$ cat src/rtl/useq_pkg.sv
package useq_pkg;
  typedef enum logic [1:0] {
    SEQ_STEP     = 2'b00,
    SEQ_JUMP     = 2'b01,
    SEQ_DISPATCH = 2'b10,
    SEQ_END      = 2'b11
  } seqOp_e;

  // Strobes from the control decode to the address datapath
  typedef struct packed {
    logic selInc;   // take counter + 1
    logic selBase;  // take the base address
    logic orIr;     // merge opcode bits into the base
  } seqStrobe_t;
endpackage

$ cat src/rtl/useq_ctrl.sv
module useq_ctrl
  import useq_pkg::*;
(
  input  logic       clk,
  input  logic       rstN,
  input  logic [1:0] seqOp,
  output seqStrobe_t strobe
);
  always_comb begin
    strobe = '0;
    unique case (seqOp_e'(seqOp))
      SEQ_STEP:     strobe.selInc  = 1'b1;
      SEQ_JUMP:     strobe.selBase = 1'b1;
      SEQ_DISPATCH: begin
        strobe.selBase = 1'b1;
        strobe.orIr    = 1'b1;
      end
      default:      strobe = '0; // end: back to fetch
    endcase
  end

  AST_STROBE_EXCL: assert property (@(posedge clk) disable iff (!rstN)
    !(strobe.selInc && strobe.selBase)) else $error("strobe clash");
  AST_OR_NEEDS_BASE: assert property (@(posedge clk) disable iff (!rstN)
    strobe.orIr |-> strobe.selBase) else $error("orIr without base");
endmodule

$ cat src/rtl/useq_path.sv
module useq_path
  import useq_pkg::*;
#(
  parameter int ADDR_W = 8,
  parameter int IR_W   = 3,
  parameter int OR_LSB = 0
) (
  input  logic              clk,
  input  logic              rstN,
  input  seqStrobe_t        strobe,
  input  logic [ADDR_W-1:0] baseAddr,
  input  logic [IR_W-1:0]   irField,
  output logic [ADDR_W-1:0] upc
);
  localparam logic [ADDR_W-1:0] FETCH_ADDR = '0;
  localparam int OR_MSB = OR_LSB + IR_W - 1;

  logic [ADDR_W-1:0] irWide;
  logic [ADDR_W-1:0] target;
  logic [ADDR_W-1:0] upcNext;

  assign irWide = ADDR_W'(irField) << OR_LSB;
  assign target = strobe.orIr ? (baseAddr | irWide) : baseAddr;

  always_comb begin
    if (strobe.selInc)       upcNext = upc + ADDR_W'(1);
    else if (strobe.selBase) upcNext = target;
    else                     upcNext = FETCH_ADDR;
  end

  always_ff @(posedge clk or negedge rstN) begin
    if (!rstN) upc <= FETCH_ADDR;
    else       upc <= upcNext;
  end

  AST_STEP_INC: assert property (@(posedge clk) disable iff (!rstN)
    ($past(rstN) && $past(strobe.selInc)) |-> upc == $past(upc) + ADDR_W'(1))
    else $error("step");
  AST_JUMP_LOAD: assert property (@(posedge clk) disable iff (!rstN)
    ($past(rstN) && $past(strobe.selBase) && !$past(strobe.orIr)) |-> upc == $past(baseAddr))
    else $error("jump");
  AST_DISPATCH_OR: assert property (@(posedge clk) disable iff (!rstN)
    ($past(rstN) && $past(strobe.orIr)) |-> (upc & ~$past(irWide)) == ($past(baseAddr) & ~$past(irWide)))
    else $error("dispatch");
  AST_DISPATCH_CAT: assert property (@(posedge clk) disable iff (!rstN)
    ($past(rstN) && $past(strobe.orIr) && $past(baseAddr[OR_MSB:OR_LSB]) == '0)
      |-> upc[OR_MSB:OR_LSB] == $past(irField))
    else $error("concat");
  AST_END_FETCH: assert property (@(posedge clk) disable iff (!rstN)
    ($past(rstN) && !$past(strobe.selInc) && !$past(strobe.selBase)) |-> upc == FETCH_ADDR)
    else $error("end");
endmodule

$ cat src/rtl/useq_top.sv
module useq_top
  import useq_pkg::*;
#(
  parameter int ADDR_W = 8,
  parameter int IR_W   = 3,
  parameter int OR_LSB = 0
) (
  input  logic              clk,
  input  logic              rstN,
  input  logic [1:0]        seqOp,
  input  logic [ADDR_W-1:0] baseAddr,
  input  logic [IR_W-1:0]   irField,
  output logic [ADDR_W-1:0] nextAddr
);
  seqStrobe_t strobe;

  useq_ctrl u_ctrl (
    .clk    (clk),
    .rstN   (rstN),
    .seqOp  (seqOp),
    .strobe (strobe)
  );

  useq_path #(.ADDR_W(ADDR_W), .IR_W(IR_W), .OR_LSB(OR_LSB)) u_path (
    .clk      (clk),
    .rstN     (rstN),
    .strobe   (strobe),
    .baseAddr (baseAddr),
    .irField  (irField),
    .upc      (nextAddr)
  );
endmodule

$ cat config.mk
export PLATFORM = sky130hd
export DESIGN_NAME = useq_top
export DESIGN_NICKNAME = d
export VERILOG_FILES = /design/src/rtl/useq_pkg.sv /design/src/rtl/useq_ctrl.sv /design/src/rtl/useq_path.sv /design/src/rtl/useq_top.sv
export SDC_FILE = /design/constraint.sdc
export NUM_CORES = 1
export LEC_CHECK = 0
export CAP_MARGIN = 10
export CORE_AREA = 2 2 39 41
export CTS_CLUSTER_SIZE = 14
export DETAILED_ROUTE_END_ITERATION = 10
export DIE_AREA = 0 0 41 43
export GPL_ROUTABILITY_DRIVEN = 1
export PLACE_DENSITY = 0.78
export RECOVER_POWER = 100
export SYNTH_ARGS = -nofsm -noshare
export SYNTH_HDL_FRONTEND = slang
export SYNTH_SLANG_ARGS = --single-unit
$ cat constraint.sdc
create_clock -name clk -period 1.4 [get_ports clk]
set_input_delay 0.14 -clock clk [delete_from_list [all_inputs] [get_ports clk]]
set_output_delay 0.14 -clock clk [all_outputs]
set_load 0.02 [all_outputs]
==> results of run 1 <==
-- report_power, final --
group	leakage [nW]	internal, mW	total (mW)	switching [mW]
sequential	0.101	0.257	0.287	0.0298
combinational	0.203	0.0922	0.182	0.0900
clock	0.0150	0.110	0.199	0.0888
total	0.319	0.459	0.668	0.209
-- routing by layer --
layer,share of wire [%],routed length (um)
met1,43,472
met2,49,540
met3,6.1,67
met4,2.4,26
met5,0,0
-- logic make-up after synthesis --
logic type                 after synthesis  share of synthesized area, %
adders and majority gates                3                          8.48
and+or+nand+nor                         15                          17.2
DFF                                      8                          45.2
buffers and inverters                    4                          3.39
xor gates and xnor gates                 3                          5.93
AOI/OAI and AO/OA                       14                          19.8
-- stage by stage --
| step | hold slack [ps] | setup TNS [ps] |
|---|---|---|
| detailed placement | 454 | -550 |
| global route | 258 | 0 |
| global placement | 449 | -386 |
| CTS | 170 | 0 |
| floorplan | -156 | 0 |
| finish | 232 | 0 |
-- synth_stat cells (all sizes together) --
master / n
a21oi: 3
dfrtp: 8
ha: 3
inv: 4
nand2: 6
nand3: 5
nand4: 1
o211ai: 6
o21ai: 3
o22ai: 2
or4: 3
xnor2: 1
xor2: 2
-- worst register-to-register path, stage by stage (launching register included) --
cell and delay, ps:
dfrtp_1 420, nand3_1 210, or4_1 510, o211ai_1 90
-- layout make-up --
cell class | count | area [um2]
inverter | 4 | 15.0
clock buffer | 4 | 26.3
timing repair buffer | 26 | 231
tap | 16 | 20.0
fill | 136 | 662
multi-input combinational | 35 | 228
sequential | 8 | 201
-- path summary, 6_finish.rpt --
check	start	endpoint	slack [ps]	cells past startpoint
worst max-delay path	u_path.upc[2]$_DFF_PN0_	u_path.upc[7]$_DFF_PN0_	80	3
worst min-delay path	rstN	u_path.upc[7]$_DFF_PN0_	230	1
worst max register to register	u_path.upc[2]$_DFF_PN0_	u_path.upc[7]$_DFF_PN0_	80	3
worst min register to register	u_path.upc[0]$_DFF_PN0_	u_path.upc[0]$_DFF_PN0_	510	1
max in group asynchronous	rstN	u_path.upc[0]$_DFF_PN0_	870	1
min in group clk	baseAddr[5]	u_path.upc[5]$_DFF_PN0_	450	3
-- what timing repair did --
action                                  4_1_cts  5_1_grt
hold buffers                                  0        0
gates resized for setup                       7        1
pin swaps                                     0        0
endpoints found under the setup margin        7        1
==> run summary, run 1 <==
## Outcome
* finished, final reports clean — outcome

## Yosys
* 443 um2 — cell area after synthesis
* 45.2% — post-synth top area share
* 8 — Yosys reg bits
* 0 — YS warnings
* 9.42 um2 — Mapped Avg Cell Area
* dfrtp_1, o211ai_1, ha_1, nand3_1, nand2_1 — synth top area cells
* 47 — Post-Syn Instances
* 45.2% — share of the yosys chip area belonging to registers
* 65 — post-synthesis net count
* 14 — number of unique standard cell types used by synthesis
* dfrtp_1 — area leader, netlist

## Finish
* u_path.upc — largest register by flop count
* clkdlybuf4s50_1 — leading cell type in the layout, fill and taps excluded
* 93 — final standard cell count with taps included and fillers excluded
* 96 — number of nets in the layout
* 722 um2 — final instance area
* 52.2% — final core utilization
* 63.0% — area grow syn2layout
* 0 — diodes inserted
* 8 — number of flip-flops under the largest register name
* u_path.upc x8 — registers with the highest flip-flop counts
* clkdlybuf4s50_1, dlygate4sd2_1, dfrtp_1, nand2_1, o211ai_1 — most used cells in the layout excluding fill and tap cells
* 9.09% — fraction of final layout cells with drive strength greater than 1

## Clocking
* 60 ps — clock input transition at the sequential cells of the worst setup and hold paths
* 1 — CTS H-Tree Depth
* 3 — Num CTS Buffers
* 0 — # Post-CTS Setup Buffers
* 2 — CTS max path bufs
* 260 ps — clock insertion delay at the later pin of the skew report
* clkbuf_4 — clock tree root buffer cell
* built — clock tree from TritonCTS
* 8 — Clock Sinks

## Setup path
* nand3_1 -> or4_1 -> o211ai_1 — CP Cell Sequence
* flip-flop — nature of the critical path endpoint
* 0 — buffer and inverter count on the worst path
* flip-flop to flip-flop — Crit Path Class
* 510 ps — slowest stage delay, CP
* flip-flop — Worst Setup Start Kind
* 5 — CP Max Fanout
* or4_1 — slowest cell on the critical path
* simple AND/OR/NAND/NOR gates — top cell family by delay on the critical path
* 1500 ps — arrival time of data at the critical path endpoint
* 1580 ps — required time at the endpoint of the critical path

## Drt
* 11.9 um — wire per inst
* 0 — post-route antenna net violation count
* 5.12 — post-DR vias/cell
* 1 — number of DRC markers in iteration 0
* 2 — number of iterations in the first detailed-routing pass
* 0 — number of design rule violations left after detail routing
* 1110 um — final wirelength
* 476 — vias after detailed routing

## Timing
* false — RSZ-0062 raised after global routing
* 83.8 ps — Setup WS post-layout
* 387 ps — Worst Tran Pin Value
* 3.19 ps — Worst Skew
* 94.0% — final critical-path share of the clock period
* 0 — final setup violation count
* 760 MHz — maximum clock frequency
* 1320 ps — minimum clock period
* 74.1% — worst slew margin relative to its limit
* 0 — number of slew-limit violations in the final report
* 0 — Final Hold Vio Count

## Floorplan
* 23 — top-level I/O count
* 32.0% — Starting Density
* 43 um — Vert. Die Dim
* 41 um — Die Span X
* 1760 um2 — Total Die Area
* 1380 um2 — Std-Cell Core Area
* 14 — number of core rows

## GRT
* 19.5% — M1 GR Usage
* 1920 um — wire length of the first global-routing pass
* 4.71% — GR Layer Usage met3
* 16.8% — Tot GR Track Use
* 9 — maximum number of pins on one net before global-route repair
* 0 — initial antenna violation count
* met2 — routing layer with the top usage in global route
* 25.0% — met2 track utilization from global routing
* 489 — number of global-route vias before repair
* 0 — GR Overflow Total

## Placement
* 870 um — hpwl dp
* -158 ps — minimum setup slack after placement
* 22 — I/O Buffers
* 714 um2 — area post-placement
* 89 — Placed Instances
* 0.794 — GPL Wtd Cong

## Hold path
* input pin to asynchronous set/reset pin — worst min path class

## Pwr
* 0.668 mW — Total Power
* 481 uV — maximum vdd drop
* 0.319 nW — Leak
* 925 nW/um2 — power density over cell area

## Job
* 0 — maximum capacitance violations

(Power assumes the default switching activity.)
==> inputs of run 2 (changes only) <==
- CORE_AREA: 2 2 39 41 -> 4 4 41 43
- DIE_AREA: 0 0 41 43 -> 0 0 45 47
==> run 2 against run 1 <==
  * Via count up 2.9%
  * Power is 0.14% higher
  * Sequential share of layout area unchanged
  * Non-clock buffer count down 1
  * Clock skew barely moved
==> run summary, run 2 (same netlist as run 1, synthesis figures left out) <==
## Outcome
* finished, final reports clean — outcome

## Drt
* 0 — number of design rule violations left after detail routing, unchanged
* 0 — post-route antenna net violation count, unchanged
* 8 — number of DRC markers in iteration 0, +7
* met3 — highest routed layer
* 444 um — detailed-routing wirelength on met1, -5.9%
* 113 um — met3 layer wire length in the routed design, +69%
* 597 um — Routed met2 length, +11%
* 5.38 — post-DR vias/cell, +5.2%
* 4 — number of iterations in the first detailed-routing pass, +2
* 1150 um — final wirelength, +4.3%
* 12.7 um — wire per inst, +6.6%
* 490 — vias after detailed routing, +2.9%

## Finish
* 95 — number of nets in the layout, -1.0%
* 143 — fill count, +5.1%
* u_path.upc — largest register by flop count
* 0 — diodes inserted, unchanged
* clkdlybuf4s50_1 — leading cell type in the layout, fill and taps excluded
* u_path.upc x8 — registers with the highest flip-flop counts
* clkdlybuf4s50_1, dfrtp_1, nand2_1, o211ai_1, dlygate4sd2_1 — most used cells in the layout excluding fill and tap cells
* 201 um2 — area occupied by registers, unchanged
* 8 — number of flip-flops under the largest register name, unchanged
* 63.0% — area grow syn2layout, unchanged
* 11.8% — fraction of final layout cells with drive strength greater than 1, +2.8 points
* 240 um2 — area of the multi-input gates, +5.5%

## Timing
* 1300 ps — minimum clock period, -13.8 ps
* 97.6 ps — Setup WS post-layout, +13.8 ps
* false — RSZ-0062 raised after global routing
* 73.7% — worst slew margin relative to its limit, -0.40 points
* 0 — final setup violation count, unchanged
* 768 MHz — maximum clock frequency, +1.1%
* 93.0% — final critical-path share of the clock period, -0.98 points
* 0 — Final Hold Vio Count, unchanged
* 0 — number of slew-limit violations in the final report, unchanged
* 2.88 ps — Worst Skew, -0.317 ps
* 393 ps — Worst Tran Pin Value, +5.95 ps

## Placement
* 0.716 — GPL Wtd Cong, -9.8%
* -172 ps — minimum setup slack after placement, -13.9 ps
* 22 — I/O Buffers, unchanged
* 942 um — hpwl dp, +8.2%

## Setup path
* clkdlybuf4s50_1 -> inv_1 -> ha_1 -> inv_2 -> or4_1 -> o211ai_1 — CP Cell Sequence
* flip-flop — nature of the critical path endpoint
* or4_1 — slowest cell on the critical path
* 4 — CP Max Fanout, -1
* input pin to flip-flop — Crit Path Class
* 1570 ps — required time at the endpoint of the critical path, about the same
* input pin — Worst Setup Start Kind
* 1470 ps — arrival time of data at the critical path endpoint, -30 ps
* 510 ps — slowest stage delay, CP, about the same

## Pwr
* 0.311 nW — Leak, -2.6%
* 927 nW/um2 — power density over cell area, +0.14%
* 532 uV — maximum vdd drop, +10%
* 0.669 mW — Total Power, +0.14%

## GRT
* 1820 um — wire length of the first global-routing pass, -5.1%
* 12.0% — Tot GR Track Use, -4.8 points
* 0 — initial antenna violation count, unchanged
* 9 — maximum number of pins on one net before global-route repair, unchanged
* 473 — number of global-route vias before repair, -3.3%
* 0 — GR Overflow Total, unchanged

## Clocking
* 2 — CTS max path bufs, unchanged
* 1 — CTS H-Tree Depth, unchanged
* 8 — Clock Sinks, unchanged
* 0 — hold_buf cts, unchanged
* built — clock tree from TritonCTS
* clkbuf_4 — clock tree root buffer cell
* 60 ps — clock input transition at the sequential cells of the worst setup and hold paths, about the same
* 3 — Num CTS Buffers, unchanged
* 250 ps — clock insertion delay at the later pin of the skew report, about the same

## Job
* 0 — maximum capacitance violations, unchanged

## Floorplan
* 13 — number of core rows, -1
* 23 — top-level I/O count, unchanged
* 45 um — Die Span X, +9.8%
* 47 um — Vert. Die Dim, +9.3%
* 1300 um2 — Std-Cell Core Area, -6.0%
* 34.0% — Starting Density, +2.0 points
* 2120 um2 — Total Die Area, +20%

## Hold path
* input pin to asynchronous set/reset pin — worst min path class

[run 2: worst max-delay path, delay by kind of cell]
| family | cells | cell delay, ps |
|---|---|---|
| buffers and inverters | 3 | 550 |
| and+or+nand+nor | 1 | 510 |
| AOI/OAI and AO/OA | 1 | 100 |
| adders and majority gates | 1 | 170 |
[run 2: power breakdown]
group          internal, mW  switching, mW  leakage [nW]
Combinational        0.0925         0.0914         0.195
Sequential            0.257         0.0328         0.101
Clock                 0.109         0.0854        0.0150
Total                 0.459          0.210         0.311
[run 2: worst paths after layout]
check	startpoint	endpoint	slack, ps	cells past startpoint
worst min-delay path	rstN	u_path.upc[6]$_DFF_PN0_	240	1
worst max-delay path	seqOp[1]	u_path.upc[7]$_DFF_PN0_	100	6
worst max register to register	u_path.upc[2]$_DFF_PN0_	u_path.upc[7]$_DFF_PN0_	100	3
max in group asynchronous	rstN	u_path.upc[0]$_DFF_PN0_	860	1
min in group clk	baseAddr[6]	u_path.upc[6]$_DFF_PN0_	450	3
worst min register to register	u_path.upc[0]$_DFF_PN0_	u_path.upc[0]$_DFF_PN0_	540	1
[run 2: metrics by stage]
step	hold slack [ps]	std cells	util [%]	setup TNS, ps	instance area (um2)
3_5_place_dp	461	87	54.2	-622	706
3_3_place_gp	448	87	54.2	-374	706
5_1_grt	274	91	55.5	0	722
4_1_cts	184	91	55.7	0	724
2_1_floorplan	-156	47	-	0	444
6_report	241	91	55.5	0	722
[run 2: cell type report]
cell class / count / share of cell area, %
Tap cell: 15 / 2.60
Inverter: 4 / 2.08
Multi-Input combinational cell: 35 / 33.3
Clock buffer: 4 / 3.64
Timing Repair Buffer: 25 / 30.5
Sequential cell: 8 / 27.9
[run 2: per-layer routing]
| metal | up-vias | GRT usage [%] |
|---|---|---|
| met5 | - | 0 |
| met4 | 0 | 7.02 |
| met3 | 0 | 3.45 |
| met2 | 20 | 21.8 |
| met1 | 238 | 12.4 |
| li1 | 232 | - |
[run 2: timing repair]
action                                 in CTS  in global routing
pin swaps                                   0                  0
gates cloned                                0                  0
buffers inserted                            0                  0
setup endpoints to repair                   6                  3
endpoints found under the hold margin       0                  0
gates resized for setup                     6                  4
